--- src/rtl/bcd_conv_pkg.sv ---
package bcd_conv_pkg;

  // Decimal digits of 2**k, packed BCD, up to 20 digits (enough for k <= 63).
  function automatic logic [79:0] pow2_bcd(input int k);
    logic [79:0] val;
    int          carry;
    int          t;
    val = 80'd1;
    for (int s = 0; s < k; s++) begin
      carry = 0;
      for (int d = 0; d < 20; d++) begin
        t = 2 * int'(val[4*d +: 4]) + carry;
        if (t >= 10) begin
          t     = t - 10;
          carry = 1;
        end else begin
          carry = 0;
        end
        val[4*d +: 4] = 4'(t);
      end
    end
    return val;
  endfunction

  // True when the lowest n nibbles of v are all legal decimal digits.
  function automatic bit digits_ok(input logic [127:0] v, input int n);
    for (int i = 0; i < n; i++) begin
      if (v[4*i +: 4] > 4'd9) return 1'b0;
    end
    return 1'b1;
  endfunction

endpackage

--- src/rtl/bcd_pow2_rom.sv ---
module bcd_pow2_rom
  import bcd_conv_pkg::*;
#(
  parameter int DATA_W = 32,
  parameter int DIGITS = (DATA_W + 8) / 4
) (
  input  logic                      clk,
  input  logic [$clog2(DATA_W)-1:0] addr,
  output logic [4*DIGITS-1:0]       q
);
  localparam int BCD_W = 4 * DIGITS;

  logic [BCD_W-1:0] rom_tbl [DATA_W];

  for (genvar k = 0; k < DATA_W; k++) begin : g_entry
    localparam logic [79:0] ENTRY = pow2_bcd(k);
    assign rom_tbl[k] = ENTRY[BCD_W-1:0];
  end

  // Registered read so the constant table can map onto a block ROM.
  always_ff @(posedge clk) begin
    q <= rom_tbl[addr];
  end

endmodule

--- src/rtl/bcd_digit_adder.sv ---
module bcd_digit_adder #(
  parameter int DIGITS = 10
) (
  input  logic [4*DIGITS-1:0] a,
  input  logic [4*DIGITS-1:0] b,
  output logic [4*DIGITS-1:0] sum
);
  logic [DIGITS-1:0] gen;
  logic [DIGITS-1:0] prop;
  logic [DIGITS-1:0] cin;

  assign cin[0] = 1'b0;

  for (genvar gi = 0; gi < DIGITS; gi++) begin : g_digit
    logic [4:0] raw;
    logic [4:0] tot;
    logic [4:0] adj;

    assign raw       = {1'b0, a[4*gi +: 4]} + {1'b0, b[4*gi +: 4]};
    // Per-digit carry terms: generate when the pair reaches ten,
    // propagate when it is exactly nine.
    assign gen[gi]   = (raw > 5'd9);
    assign prop[gi]  = (raw == 5'd9);
    assign tot       = raw + {4'd0, cin[gi]};
    assign adj       = tot - 5'd10;
    assign sum[4*gi +: 4] = (tot > 5'd9) ? adj[3:0] : tot[3:0];

    if (gi < DIGITS - 1) begin : g_carry
      assign cin[gi+1] = gen[gi] | (prop[gi] & cin[gi]);
    end
  end

endmodule

--- src/rtl/bcd_table_conv.sv ---
module bcd_table_conv
  import bcd_conv_pkg::*;
#(
  parameter int DATA_W = 32
) (
  input  logic                clk,
  input  logic                rst,
  input  logic                start,
  input  logic [DATA_W-1:0]   din,
  output logic                busy,
  output logic                done,
  output logic [2*DATA_W-1:0] bcd_out
);
  localparam int DIGITS = (DATA_W + 8) / 4;
  localparam int BCD_W  = 4 * DIGITS;
  localparam int ACC_W  = 2 * DATA_W;
  localparam int CNT_W  = $clog2(DATA_W);
  localparam logic [CNT_W-1:0] CNT_TOP = CNT_W'(DATA_W - 1);

  logic [DATA_W-1:0] src;
  logic [CNT_W-1:0]  cnt;
  logic              issuing;
  logic              stg_v;
  logic              bit_q;
  logic              last_q;
  logic [BCD_W-1:0]  acc;
  logic [BCD_W-1:0]  entry;
  logic [BCD_W-1:0]  acc_sum;

  bcd_pow2_rom #(
    .DATA_W (DATA_W),
    .DIGITS (DIGITS)
  ) u_rom (
    .clk  (clk),
    .addr (cnt),
    .q    (entry)
  );

  bcd_digit_adder #(
    .DIGITS (DIGITS)
  ) u_add (
    .a   (acc),
    .b   (entry),
    .sum (acc_sum)
  );

  // Scan stage: reads the table entry for bit cnt and records that bit.
  always_ff @(posedge clk) begin
    if (rst) begin
      src     <= '0;
      cnt     <= '0;
      issuing <= 1'b0;
      stg_v   <= 1'b0;
      bit_q   <= 1'b0;
      last_q  <= 1'b0;
    end else begin
      if (start && !busy) begin
        src     <= din;
        cnt     <= CNT_TOP;
        issuing <= 1'b1;
      end else if (issuing) begin
        if (cnt == '0) issuing <= 1'b0;
        else           cnt     <= cnt - 1'b1;
      end
      stg_v  <= issuing;
      bit_q  <= issuing & src[cnt];
      last_q <= issuing & (cnt == '0);
    end
  end

  // Accumulate stage: adds the fetched power of two when its bit was set.
  always_ff @(posedge clk) begin
    if (rst) begin
      acc  <= '0;
      busy <= 1'b0;
      done <= 1'b0;
    end else begin
      done <= 1'b0;
      if (start && !busy) begin
        acc  <= '0;
        busy <= 1'b1;
      end else if (stg_v) begin
        if (bit_q) acc <= acc_sum;
        if (last_q) begin
          done <= 1'b1;
          busy <= 1'b0;
        end
      end
    end
  end

  assign bcd_out = {{(ACC_W-BCD_W){1'b0}}, acc};

  a_r5_digits_valid: assert property (@(posedge clk) disable iff (rst)
    digits_ok(128'(bcd_out), ACC_W / 4));

  a_r2_clear_on_start: assert property (@(posedge clk) disable iff (rst)
    (start && !busy) |=> (busy && bcd_out == '0));

  a_r3_done_single: assert property (@(posedge clk) disable iff (rst)
    done |=> !done);

  a_r3_busy_ends_with_done: assert property (@(posedge clk) disable iff (rst)
    $fell(busy) |-> done);

  a_r6_hold_idle: assert property (@(posedge clk) disable iff (rst)
    (!busy && !start) |=> $stable(bcd_out));

  a_r4_clear_bit_adds_nothing: assert property (@(posedge clk) disable iff (rst)
    (stg_v && !bit_q) |=> $stable(acc));

  a_r7_start_ignored: assert property (@(posedge clk) disable iff (rst)
    (busy && start) |=> $stable(src));

endmodule

--- config.mk ---
export PLATFORM = sky130hd
export DESIGN_NAME = bcd_table_conv
export DESIGN_NICKNAME = d
export VERILOG_FILES = /design/src/rtl/bcd_conv_pkg.sv /design/src/rtl/bcd_pow2_rom.sv /design/src/rtl/bcd_digit_adder.sv /design/src/rtl/bcd_table_conv.sv
export SDC_FILE = /design/constraint.sdc
export NUM_CORES = 1
export LEC_CHECK = 0
export ABC_AREA = 1
export BUFFER_PORTS_ARGS = -buffer_cell sky130_fd_sc_hd__clkbuf_2
export CORE_ASPECT_RATIO = 0.7
export CORE_MARGIN = 5
export CORE_UTILIZATION = 50
export DETAILED_ROUTE_END_ITERATION = 8
export PLACE_DENSITY = 0.79
export SLEW_MARGIN = 20
export SYNTH_ARGS = -nofsm -noshare
export SYNTH_HDL_FRONTEND = slang
export SYNTH_SLANG_ARGS = --single-unit
--- constraint.sdc ---
create_clock -name clk -period 7.5 [get_ports clk]
set_input_delay 1.875 -clock clk [delete_from_list [all_inputs] [get_ports clk]]
set_output_delay 1.875 -clock clk [all_outputs]
set_load 0.1 [all_outputs]
# == Word level (Yosys, flattened, before mapping) ==
# Memories as Yosys holds them, arrays and structs flattened. A register that Yosys moved wholly into a read port is not among the register bits.
# Cells that the tools add are included.
# totals
regBits,83
rom_bits,1280
inputBits,35
output_inout_bits,66
word_cells,121
n_memories,1
# classes
n_addsub,30
order_cmp,19
eq_ne,9
mux,22
n_bitwise,20
n_reduce_logical,11
# memory_table
name,words,word_bits,rd,rd_clocked_by_memory_dff,wr,line_no,source
(name not given),32,40,1,1,0,bcd_pow2_rom.sv:22,q <= rom_tbl[addr];
# op_table
cell,count
$gt A5 B4 Y1 const B,18
$add A4 B4 Y5,10
$add A5 B1 Y5,9
$eq A5 B4 Y1 const B,8
$mux W4,10
$sub A4 B4 Y4 const B,10
$mux W5,3
$and A1 B1 Y1,10
$mux W1,8
$or A1 B1 Y1,8
$lt A5 B6 Y1 const B,1
$not A5 Y6,1
$reduce_and A2 Y1,3
$reduce_bool A2 Y1,3
$bmux W1 S5,1
$logic_not A5 Y1,1
$sub A5 B1 Y5 const B,1
$reduce_or A3 Y1,1
$ne A2 B1 Y1 const B,1
$reduce_or A2 Y1,1
$logic_and A1 B1 Y1,1
$logic_not A1 Y1,1
$not A1 Y1,1

# == Depth between registers and ports, before layout ==
# depth
depth_word,21
mapped_depth,40
ltp_nobuf,40

# == Hierarchy ==
# A second synthesis with hierarchy kept.
# hier_totals
hier_cells,1102
area_unflattened_um2,8021.4
# modules_own_cells
module,instances,cells_each,area_each_um2,seq_area_each_um2
bcd_table_conv,1,465,3438.3,1661.6
bcd_digit_adder,1,420,2971.6,0.0
bcd_pow2_rom,1,217,1611.5,700.7

# == Worst setup path after synthesis ==
# OpenSTA, ideal clock, no wires.
# synth_path
path_kind,register -> register
startpoint,register acc[0]
endpoint,register acc[37]
setup_ns,0.119
arrival_ns,4.894
required_time_ns,7.381
path_slack_ns,2.488
stages_incl_launch_ff,40
n_path_buf,0
synth_period_minus_slack_ns,5.012
cell_sequence,dfxtp_1 > ha_1 > inv_1 > fa_1 > inv_1 > nand2_1 > nand2_1 > ha_1 > inv_1 > a21oi_1 > a21oi_1 > nand2_1 > nand2_4 > o21ai_2 > nand2_1 > nand2_1 > nand2_1 > nand2_1 > [4 not listed] > nand2_1 > nand2_1 > nand2_1 > nand2_1 > nand2_1 > nand2_1 > fa_1 > inv_1 > fa_1 > xor2_1 > inv_1 > ha_1 > nor2_1 > o31ai_1 > nand2_1 > nor2_1 > o221ai_1 > inv_1
# synth_via
elab_chain_len,21
elab_cells_between_ends,22
cone_classes,add/sub (3); order compare (2); mux (1); bitwise (16)
# synth_lines
item,line_no,source
start: declaration,bcd_table_conv.sv:26,logic [BCD_W-1:0] acc;
start signal: assignment,bcd_table_conv.sv:83,if (bit_q) acc <= acc_sum;
$add A4 B4 Y5 (*),bcd_digit_adder.sv:19,"assign raw = {1'b0, a[4*gi +: 4]} + {1'b0, b[4*gi +: 4]};"
$gt A5 B4 Y1 (*),bcd_digit_adder.sv:22,assign gen[gi] = (raw > 5'd9);
$and A1 B1 Y1 (*),bcd_digit_adder.sv:29,assign cin[gi+1] = gen[gi] | (prop[gi] & cin[gi]);
$or A1 B1 Y1 (*),bcd_digit_adder.sv:29,
$and A1 B1 Y1 (*),bcd_digit_adder.sv:29,
$or A1 B1 Y1 (*),bcd_digit_adder.sv:29,
$and A1 B1 Y1 (*),bcd_digit_adder.sv:29,
$or A1 B1 Y1 (*),bcd_digit_adder.sv:29,
[5 not listed],n/a,
$or A1 B1 Y1 (*),bcd_digit_adder.sv:29,
$and A1 B1 Y1 (*),bcd_digit_adder.sv:29,
$or A1 B1 Y1 (*),bcd_digit_adder.sv:29,
$and A1 B1 Y1 (*),bcd_digit_adder.sv:29,
$or A1 B1 Y1 (*),bcd_digit_adder.sv:29,
$add A5 B1 Y5 (*),bcd_digit_adder.sv:24,"assign tot = raw + {4'd0, cin[gi]};"
$sub A4 B4 Y4 or $gt A5 B4 Y1 (tied branches),"bcd_digit_adder.sv:25, bcd_digit_adder.sv:26",
$mux W4 (*),bcd_digit_adder.sv:26,assign sum[4*gi +: 4] = (tot > 5'd9) ? adj[3:0] : tot[3:0];
# Mark *: on every way between the ends. The rest lies on a longest branch, timed or not.
# A chain may end at the register's enable or synchronous reset.

# == Worst setup path in the final report ==
# layout_path
startpoint,register acc[0]
endpoint,register acc[39]
# The elaborated chain is that of the path after synthesis.

==> metrics.txt <==
Worst EP required=about 8 ns; Syn Area/Cell=7.23 µm²; count leader, synth=nand2_1; MaxCap Viol Count=0; outcome=completed; Period minus WS final=~4.8 ns; Synth top cells by count=nand2_1 (242), inv_1 (122), dfxtp_1 (118); final worst-path cycle share=0.643; count of state elements after synthesis=118; Clock Latency Late Sink=0.42 ns; GRT Util Overall=0.208; H-tree depth=4; P&R area growth vs syn=14.0%; Design Area, Final=a little under 9000 µm²; fmax=0.207 GHz; Buf+Inv Stages, Crit Path=5; Wirelength per Cell=13.8 µm; unrepaired setup endpoints after global routing=false; layout cell share with drive strength beyond 1=0.125; clock root buffer=clkbuf_16; Clock transition at path regs=0.06 ns; clock sinks=between 100 and 150; max incr delay on CP=0.39 ns; final WL=18500 µm; headroom to the max-slew limit=0.350; Post-synth EDFFs=0; DR iter-0 viols=430; Synth area leaders=dfxtp_1 (31%), ha_1 (12%), nand2_1 (12%); final net count=1250; Syn Inst Count=1062; IO Pins=101; worst-margin pin slew=0.969 ns; DIE AREA=18000 µm²; HP Class=reg -> reg; largest net degree at the start of global routing=44; Synth area leader=dfxtp_1; CP endpoint kind=flop; Unique masters post-synth=53; Setup Viol. Count Final=0; power per cell area=225 nW/µm²; vias post-DR=between 7000 and 8000; most used flip-flop cell after synthesis=dfxtp_1; Initial Utilization=0.516; hpwl dp=13600 µm; CTS buffer count=17; Rows=37; setup TNS=0 ns; CTS tree=built; crit path DAT=5.10 ns; CP Launch Type=flop; Core Box Area=14900 µm²; Worst Path Max Fanout=5; Antenna diodes=0; Post-CTS Hold Buffers=0; drt pass-1 iters=8; Async S/R FF share, synth=0; leakage power=4.34 nW; remaining global-route overflow=0; Util after Layout=0.588; vias per cell=5.29; slowest stage cell on the critical path=fa_1; Setup Crit Path Kind=reg -> reg; Setup Skew=between 0.008 and 0.009 ns; initial antenna violation count=0; CTS resizes=0; YS warnings=0; Peak VDD IR=0.140 mV; sequential fraction of the synthesis area=0.308; Post-CTS Repair Setup Buffers=0; CP most frequent cell=nand2_1; I/O Buffers=76; Synth top area share=0.308; Crit path max-delay family=simple AND/OR/NAND/NOR gates; drt drc=0; Die H=roughly 110 µm; dpl cell area=8130 µm²; first-pass GRT wire length=approximately 31000 µm; Final ANT Viol Nets=0; Die X-Extent=158 µm; synthesized cell area=around 7700 µm²; final hold violations=0; vias in the first global route=approximately 6600; final-report max-slew violation count=0; clk buf depth=2; Final Wtd Congestion=just under 1
[metal layers]
layer | vias to the layer above | share of wire | GRT usage
met1 | 3212 | 0.47 | 0.294
met5 | - | 0 | 0
met4 | 0 | 0.015 | 0.0585
met3 | 30 | 0.076 | 0.0440
met2 | 279 | 0.44 | 0.322
li1 | 3549 | - | -
[cell families after synthesis]
logic type | Yosys count | synth area share
simple gates | 427 | 0.229
buf+inv | 184 | 0.102
compound gates | 198 | 0.150
fa+ha+maj | 86 | 0.151
other cells | 1 | 0.000489
mux | 1 | 0.00130
flops | 118 | 0.308
xor+xnor | 47 | 0.0595
[state kept, by name, indices dropped and copies added, names as in the netlist]
register	count
acc	40
last_q	1
cnt	5
bit_q	1
u_rom.q	35
issuing	1
stg_v	1
done	1
busy	1
src	32
[where the power goes]
group / switching, mW / internal (mW) / total (mW)
clock network: 0.331 / 0.531 / 0.862
registers: 0.0307 / 0.666 / 0.697
logic: 0.287 / 0.125 / 0.413
[area by class of cell]
cell class              count  area, µm²
fillers                  1318       6120
multi-input cells         783       4620
flip-flops and latches    118       2360
inverters                 127        477
clock buffers              17        425
repair buffers             82        425
well taps                 195        244
clock inverters            15        191
[per-stage QoR]
stage / setup slack [ns] / hold slack (ns) / power [mW] / instances
2_1_floorplan: 2.49 / 0.417 / 1.03 / 1085
3_3_place_gp: 2.88 / 0.445 / 1.11 / 1305
3_5_place_dp: 2.70 / 0.450 / 1.11 / 1305
4_1_cts: 2.69 / 0.460 / 1.97 / 1337
5_1_grt: 2.10 / 0.477 / 2.06 / 1337
6_report: 2.68 / 0.460 / 1.97 / 1337
[placed cells by master, fill, tap and decap left out, types with 3 or more instances in the layout]
cell        count
nand2_1       242
inv_1         122
dfxtp_1       118
nor2_1        108
a21oi_1        89
clkbuf_2       76
ha_1           75
o21ai_0        51
nand3_1        39
xor2_1         29
conb_1         24
clkbuf_16      17
xnor2_1        12
fa_1           11
o21ai_1         9
o221ai_1        8
o211ai_1        8
nor3_1          7
o22ai_1         7
inv_6           7
nand4_1         6
or2_2           6
buf_4           6
nand2_2         4
xnor2_2         4
a211oi_1        4
o2111ai_1       4
clkinv_1        3
and3_1          3
a311o_1         3
clkinvlp_4      3
bufinv_16       3
[worst register-to-register path: cells and delay by family, from the launching register on]
family	cells	cell delay [ns]
AO/OA/AOI/OAI	6	0.60
XOR/XNOR	1	0.20
adder cells (fa/ha/maj)	6	1.49
buffers and inverters	5	0.32
flip-flops	1	0.36
AND/OR/NAND/NOR	21	1.70
[path summary, 6_finish.rpt]
path         slack (ns)    start  endpoint  cells after the start
min reg2reg        0.46  src[29]   src[29]                      2
max                2.68   acc[0]   acc[39]                     39
max reg2reg        2.68   acc[0]   acc[39]                     39
min                0.46  src[29]   src[29]                      2
(Power assumes the default switching activity.)
